<file path="config.mk">
export PLATFORM = sky130hd
export DESIGN_NAME = ata_pio_seq
export DESIGN_NICKNAME = d
export VERILOG_FILES = /design/src/rtl/ata_pio_pkg.sv /design/src/rtl/pio_phase_timer.sv /design/src/rtl/pio_datapath.sv /design/src/rtl/ata_pio_seq.sv
export SDC_FILE = /design/constraint.sdc
export NUM_CORES = 1
export LEC_CHECK = 0
export CAP_MARGIN = 0
export CORE_UTILIZATION = 40
export DETAILED_ROUTE_END_ITERATION = 7
export GPL_ROUTABILITY_DRIVEN = 1
export GPL_TIMING_DRIVEN = 0
export HOLD_SLACK_MARGIN = 0.12
export PLACE_DENSITY = 0.73
export SETUP_SLACK_MARGIN = 0.5
export SKIP_LAST_GASP = 1
export SLEW_MARGIN = 40
export SYNTH_ARGS = -nofsm -noshare
export SYNTH_HDL_FRONTEND = slang
export SYNTH_HIERARCHICAL = 1
export SYNTH_SLANG_ARGS = --single-unit
</file>
<file path="constraint.sdc">
create_clock -name clk -period 2.57 [get_ports clk]
set_input_delay 0.6425 -clock clk [delete_from_list [all_inputs] [get_ports clk]]
set_output_delay 0.6425 -clock clk [all_outputs]
set_load 0.03 [all_outputs]
</file>
<file path="src/rtl/ata_pio_pkg.sv">
package ata_pio_pkg;

  typedef enum logic [2:0] {
    PH_IDLE   = 3'd0,
    PH_SETUP  = 3'd1,
    PH_STROBE = 3'd2,
    PH_HOLD   = 3'd3,
    PH_RECOV  = 3'd4
  } pio_phase_e;

  // A programmed length of zero means one clock.
  function automatic logic [7:0] phase_len(input logic [7:0] v);
    return (v == 8'd0) ? 8'd1 : v;
  endfunction

  // The timer counts down to zero, so it is loaded with length minus one.
  function automatic logic [7:0] phase_reload(input logic [7:0] v);
    return phase_len(v) - 8'd1;
  endfunction

endpackage

</file>
<file path="src/rtl/pio_phase_timer.sv">
module pio_phase_timer #(
  parameter int CW = 8
) (
  input  logic          clk,
  input  logic          rst_n,
  input  logic          load,
  input  logic [CW-1:0] load_val,
  output logic          expired
);
  logic [CW-1:0] count_q;

  always_ff @(posedge clk or negedge rst_n) begin
    if (!rst_n)               count_q <= '0;
    else if (load)            count_q <= load_val;
    else if (count_q != '0)   count_q <= count_q - 1'b1;
  end

  assign expired = (count_q == '0);

  // Once the count has run out, it stays at zero until the next load.
  p_timer_parks_r3: assert property (@(posedge clk) disable iff (!rst_n)
    (expired && !load) |=> expired);
endmodule

</file>
<file path="src/rtl/pio_datapath.sv">
module pio_datapath #(
  parameter int DW = 16,
  parameter int AW = 3
) (
  input  logic          clk,
  input  logic          rst_n,
  input  logic          start,
  input  logic          we_in,
  input  logic          sel_in,
  input  logic [AW-1:0] da_in,
  input  logic [DW-1:0] wdata_in,
  input  logic          capture,
  input  logic [DW-1:0] dd_in,
  output logic          we_q,
  output logic          sel_q,
  output logic [AW-1:0] da_q,
  output logic [DW-1:0] wdata_q,
  output logic [DW-1:0] rdata_q
);
  always_ff @(posedge clk or negedge rst_n) begin
    if (!rst_n) begin
      we_q    <= 1'b0;
      sel_q   <= 1'b0;
      da_q    <= '0;
      wdata_q <= '0;
    end else if (start) begin
      we_q    <= we_in;
      sel_q   <= sel_in;
      da_q    <= da_in;
      wdata_q <= wdata_in;
    end
  end

  always_ff @(posedge clk or negedge rst_n) begin
    if (!rst_n)       rdata_q <= '0;
    else if (capture) rdata_q <= dd_in;
  end

  p_capture_reads_bus_r8: assert property (@(posedge clk) disable iff (!rst_n)
    capture |=> (rdata_q == $past(dd_in)));
endmodule

</file>
<file path="src/rtl/ata_pio_seq.sv">
module ata_pio_seq
  import ata_pio_pkg::*;
#(
  parameter int DW = 16,
  parameter int CW = 8
) (
  input  logic          clk,
  input  logic          rst_n,
  input  logic          cpu_req,
  input  logic          cpu_we,
  input  logic [3:0]    cpu_addr,
  input  logic [DW-1:0] cpu_wdata,
  output logic [DW-1:0] cpu_rdata,
  output logic          cpu_wait,
  output logic          cpu_ack,
  input  logic [CW-1:0] cfg_setup,
  input  logic [CW-1:0] cfg_strobe,
  input  logic [CW-1:0] cfg_hold,
  input  logic [CW-1:0] cfg_recover,
  output logic [1:0]    ata_cs_n,
  output logic [2:0]    ata_da,
  output logic          ata_dior_n,
  output logic          ata_diow_n,
  output logic [DW-1:0] ata_dd_out,
  output logic          ata_dd_oe,
  input  logic [DW-1:0] ata_dd_in,
  input  logic          ata_iordy
);
  localparam int AW = 3;

  pio_phase_e    phase_q, phase_d;
  logic [CW-1:0] strobe_q, hold_q, recov_q;
  logic          t_load, t_done;
  logic [CW-1:0] t_val;
  logic          we_q, sel_q;

  // Named events, used by the assertions below.
  logic start_evt, setup_end_evt, strobe_end_evt, hold_end_evt, recov_end_evt;
  logic in_cycle, data_win;

  assign start_evt      = (phase_q == PH_IDLE)   && cpu_req;
  assign setup_end_evt  = (phase_q == PH_SETUP)  && t_done;
  assign strobe_end_evt = (phase_q == PH_STROBE) && t_done && ata_iordy;
  assign hold_end_evt   = (phase_q == PH_HOLD)   && t_done;
  assign recov_end_evt  = (phase_q == PH_RECOV)  && t_done;

  always_comb begin
    phase_d = phase_q;
    t_load  = 1'b0;
    t_val   = '0;
    if (start_evt) begin
      phase_d = PH_SETUP;  t_load = 1'b1; t_val = phase_reload(cfg_setup);
    end else if (setup_end_evt) begin
      phase_d = PH_STROBE; t_load = 1'b1; t_val = phase_reload(strobe_q);
    end else if (strobe_end_evt) begin
      phase_d = PH_HOLD;   t_load = 1'b1; t_val = phase_reload(hold_q);
    end else if (hold_end_evt) begin
      phase_d = PH_RECOV;  t_load = 1'b1; t_val = phase_reload(recov_q);
    end else if (recov_end_evt) begin
      phase_d = PH_IDLE;
    end
  end

  always_ff @(posedge clk or negedge rst_n) begin
    if (!rst_n) begin
      phase_q  <= PH_IDLE;
      strobe_q <= '0;
      hold_q   <= '0;
      recov_q  <= '0;
    end else begin
      phase_q <= phase_d;
      if (start_evt) begin
        strobe_q <= cfg_strobe;
        hold_q   <= cfg_hold;
        recov_q  <= cfg_recover;
      end
    end
  end

  pio_phase_timer #(.CW(CW)) u_timer (
    .clk      (clk),
    .rst_n    (rst_n),
    .load     (t_load),
    .load_val (t_val),
    .expired  (t_done)
  );

  pio_datapath #(.DW(DW), .AW(AW)) u_dp (
    .clk      (clk),
    .rst_n    (rst_n),
    .start    (start_evt),
    .we_in    (cpu_we),
    .sel_in   (cpu_addr[3]),
    .da_in    (cpu_addr[AW-1:0]),
    .wdata_in (cpu_wdata),
    .capture  (strobe_end_evt && !we_q),
    .dd_in    (ata_dd_in),
    .we_q     (we_q),
    .sel_q    (sel_q),
    .da_q     (ata_da),
    .wdata_q  (ata_dd_out),
    .rdata_q  (cpu_rdata)
  );

  assign in_cycle   = (phase_q == PH_SETUP) || (phase_q == PH_STROBE) || (phase_q == PH_HOLD);
  assign data_win   = ((phase_q == PH_STROBE) && t_done) || (phase_q == PH_HOLD);
  assign ata_cs_n   = in_cycle ? (sel_q ? 2'b01 : 2'b10) : 2'b11;
  assign ata_dior_n = !((phase_q == PH_STROBE) && !we_q);
  assign ata_diow_n = !((phase_q == PH_STROBE) &&  we_q);
  assign ata_dd_oe  = we_q && data_win;
  assign cpu_ack    = hold_end_evt;
  assign cpu_wait   = cpu_req && !cpu_ack;

  // Assertions
  p_release_needs_ready_r5: assert property (@(posedge clk) disable iff (!rst_n)
    ($rose(ata_dior_n) || $rose(ata_diow_n)) |-> $past(ata_iordy));

  p_select_outlives_strobe_r6: assert property (@(posedge clk) disable iff (!rst_n)
    ($rose(ata_dior_n) || $rose(ata_diow_n)) |-> (ata_cs_n != 2'b11));

  p_address_steady_r2: assert property (@(posedge clk) disable iff (!rst_n)
    ((ata_cs_n != 2'b11) && ($past(ata_cs_n) != 2'b11)) |-> ($stable(ata_da) && $stable(ata_cs_n)));

  p_no_drive_on_read_r7: assert property (@(posedge clk) disable iff (!rst_n)
    ata_dd_oe |-> ata_dior_n);

  p_one_strobe_r4: assert property (@(posedge clk) disable iff (!rst_n)
    !(!ata_dior_n && !ata_diow_n));

  p_ack_single_r1: assert property (@(posedge clk) disable iff (!rst_n)
    cpu_ack |=> !cpu_ack);

  p_ack_after_strobe_r1: assert property (@(posedge clk) disable iff (!rst_n)
    cpu_ack |-> (ata_dior_n && ata_diow_n && (ata_cs_n != 2'b11)));

  p_recovery_idle_r9: assert property (@(posedge clk) disable iff (!rst_n)
    $past(cpu_ack) |-> (ata_cs_n == 2'b11));
endmodule

</file>
==> flow_summary_export.csv <==
group,metric,value,unit
route,drc,0,
pwr,clkPwrFrac,22.3,%
sta,tns,-1.15,ns
pwr,pwr-share-comb,40.7,%
pwr,worst_ir_drop_vdd,417,uV
setup_path,endpoint_kind,"output port",
layout,post-route-util,63.5,%
sta,fin_crit,2.89,ns
pwr,switching_power,1.68,mW
clock_tree,numClockSinks,72,
clock_tree,cts_made_buffers,9,
clock_tree,h-tree-depth,3,
floorplan,start_util,41.0,%
worst_hold_path,hold_path_class,"primary input to asynchronous set/reset pin",
route,vias,3306,
yosys,async_flop_share,100,%
pwr,pwr-share-seq,37.0,%
sta,worstMarginPinSlew,0.563,ns
sta,final_hold_viol_count,0,
route,antenna_left,0,
yosys,synth_cell_types,57,
grt,track_usage,20.7,%
layout,multi_input_area,2050,um^2
job,drv_cap,0,
setup_path,startpoint_type,"register",
route,wl_per_cell,15.7,um
pwr,cell_internal_pwr,2.84,mW
clock_tree,clk_latency,0.35,ns
sta,final.setup.worst_slack,-0.315,ns
sta,period_share,112,%
floorplan,die_w,99.1,um
layout,antenna_cells,0,
setup_path,r2r_start,"u_timer/count_q[0]$_DFFE_PN0P_",
placed_design,hpwlAfterDp,7010,um
grt,grt_max_degree,51,
layout,syn_to_final_growth,54.9,%
sta,fin_worst_skew,0.00984,ns
floorplan,die_h,99.1,um
layout,fillCellCount,724,
layout,drive_gt1_share,26.8,%
pwr,p_leak,2.81,nW
yosys,synth_top_area_share,47.8,%
yosys,syn_area_per_cell,10.2,um^2
yosys,synth_edf_count,0,
yosys,yosys_warnings,6,
yosys,synth_cells,370,
grt,overflow,0,
layout,layout.nets,602,
grt,grt_pass1_wl,16000,um
floorplan,rows,35,
route,wl,10100,um
clock_tree,cts_hold_buf,0,
setup_path,arrival,2.24,ns
grt,grt_antenna_before_repair,0,
setup_path,r2r_slack,-0.09,ns
setup_path,r2r-end,"u_timer/count_q[0]$_DFFE_PN0P_",
floorplan,core_area,9200,um^2
sta,finalSetupViolCount,14,
outcome,violations,"setup timing",
sta,slew_violations,0,
placed_design,gp_congestion,0.896,
clock_tree,clkSlewWorstSetupHoldPaths,0.08,ns
sta,rsz0062_at_grt,"true",
grt,grt_pass1_vias,3369,
pwr,total_power,4.52,mW
floorplan,die_area,9820,um^2
route,drt_iter0_drc,140,
clock_tree,cts_root_buf,"clkbuf_8",
pwr,power.density,774,nW/um^2
floorplan,io_pins,115,
setup_path,worst_r2r_path_depth,14,
layout,final_common_cell,"clkdlybuf4s50_1",
outcome,status,"finished, violations left",
clock_tree,cts_tree,"yes",
setup_path,critPathKind,"register to output port",
placed_design,portBuffers,114,
yosys,synth_ff_type,"dfrtp_1",
setup_path,required,1.93,ns
layout,final_cell_mix,"clkdlybuf4s50_1, nand2_1, dfrtp_1",
yosys,synth.largest_area_cell,"dfrtp_1",
pwr,swShare,37.1,%
layout,seq_area,1800,um^2
clock_tree,clockBufferDepth,2,
sta,slew_headroom,62.1,%
route,drtPass1Iterations,4,
yosys,synth_seq_area_share,47.8,%
yosys,syn-num-nets,448,
yosys,synth_area_leaders,"dfrtp_1, mux2_2, nand2_1",
setup_path,worstPathMaxFanout,4,
yosys,synth_area,3770,um^2
route,viasPerCell,5.17,
yosys,synth-seq-cells,72,
sta,fmax,347,MHz
power by group through the flow:
| stage | logic (mW) | clock network (mW) | registers (mW) |
|---|---|---|---|
| global placement | 1.57 | 0 | 1.67 |
| global route | 1.99 | 1.08 | 1.71 |
| finish | 1.84 | 1.01 | 1.67 |
| floorplan | 0.951 | 0 | 1.77 |
| detailed placement | 1.62 | 0 | 1.68 |
| CTS | 1.81 | 1.04 | 1.67 |
metrics by stage:
step           cell area, um^2  cells  setup WS, ns  hold WS [ns]
3_3_place_gp              5140    595         -1.57         0.489
2_1_floorplan             3860    370       -0.0521         0.347
5_1_grt                   5840    640        -0.391         0.125
6_report                  5840    640        -0.315         0.130
3_5_place_dp              5170    596        -0.741         0.494
4_1_cts                   5750    635        -0.296         0.121
routing by layer:
metal	vias up	track usage [%]	share of wire [%]
met5	-	0	0
met4	0	6.79	1.7
met3	17	4.61	4.5
met2	87	35.7	52
met1	1589	25.8	41
li1	1613	-	-
cells in the mapped netlist, types with 2 or more instances:
library cell,number
o21ai_0,10
a221oi_2,2
xnor2_1,13
nand3b_1,4
o22ai_1,2
a221oi_1,2
ha_1,5
a21oi_1,13
or4_1,3
nor2b_1,2
o311ai_0,2
inv_1,10
nand2_1,81
nor3b_1,4
a22oi_1,3
nor2_1,27
nor4_1,4
nor3_1,8
mux2_4,10
o211ai_1,3
and3_1,2
a31oi_1,3
buf_4,2
clkbuf_1,4
dfrtp_1,72
xor2_1,5
mux2_2,28
or3_1,5
o31ai_1,5
nand3_1,5
buf_2,5
logic make-up (layout without fill, tap and decap cells):
logic type      count (synthesis)  after routing  share of synthesized area (%)
simple gates                  155            155                           19.7
buf+inv                        25            184                           3.65
compound gates                 56             56                           10.4
xor+xnor                       18             18                           4.18
flops                          72             72                           47.8
mux                            39             39                           12.6
fa+ha+maj                       5              5                           1.66
worst max-delay path by stage:
stage	cells after the start	slack, ns	from	to
2_1_floorplan	9	-0.05	u_timer/count_q[0]$_DFFE_PN0P_	cpu_wait
3_3_place_gp	1	-1.57	rst_n	recov_q[0]$_DFFE_PN0P_
3_5_place_dp	9	-0.74	u_timer/count_q[1]$_DFFE_PN0P_	cpu_ack
4_1_cts	10	-0.30	u_timer/count_q[0]$_DFFE_PN0P_	cpu_wait
5_1_grt	10	-0.39	u_timer/count_q[0]$_DFFE_PN0P_	cpu_wait
6_report	10	-0.32	u_timer/count_q[0]$_DFFE_PN0P_	cpu_wait
sequential cells by signal, summed over array words and instances, names as in the netlist:
register / count
hold_q: 8
phase_q: 3
recov_q: 8
strobe_q: 8
u_dp/da_q: 3
u_dp/rdata_q: 16
u_dp/sel_q: 1
u_dp/wdata_q: 16
u_dp/we_q: 1
u_timer/count_q: 8
worst max-delay path: stages (launching register included):
cell,delay (ns)
dfrtp_1,0.40
inv_2,0.08
ha_4,0.12
or3b_1,0.34
clkbuf_8,0.15
nor2_4,0.11
and2b_2,0.20
nand2_4,0.06
nor2_4,0.22
nor2b_4,0.06
buf_6,0.14
final cells by class:
cell class	instances	share of cell area (%)
Multi-Input combinational cell	273	35.1
Sequential cell	72	30.9
Timing Repair Buffer	143	24.9
Tap cell	111	2.38
Buffer	15	2.34
Clock buffer	10	2.19
Clock inverter	6	1.59
Inverter	10	0.643
what timing repair did:
item                       CTS  global route
resized for setup           83            18
buffers inserted            22             5
cloned                       1             0
pin swaps                   19            11
setup endpoints to repair   52            64
No activity file was read; power rests on OpenSTA's default activity.
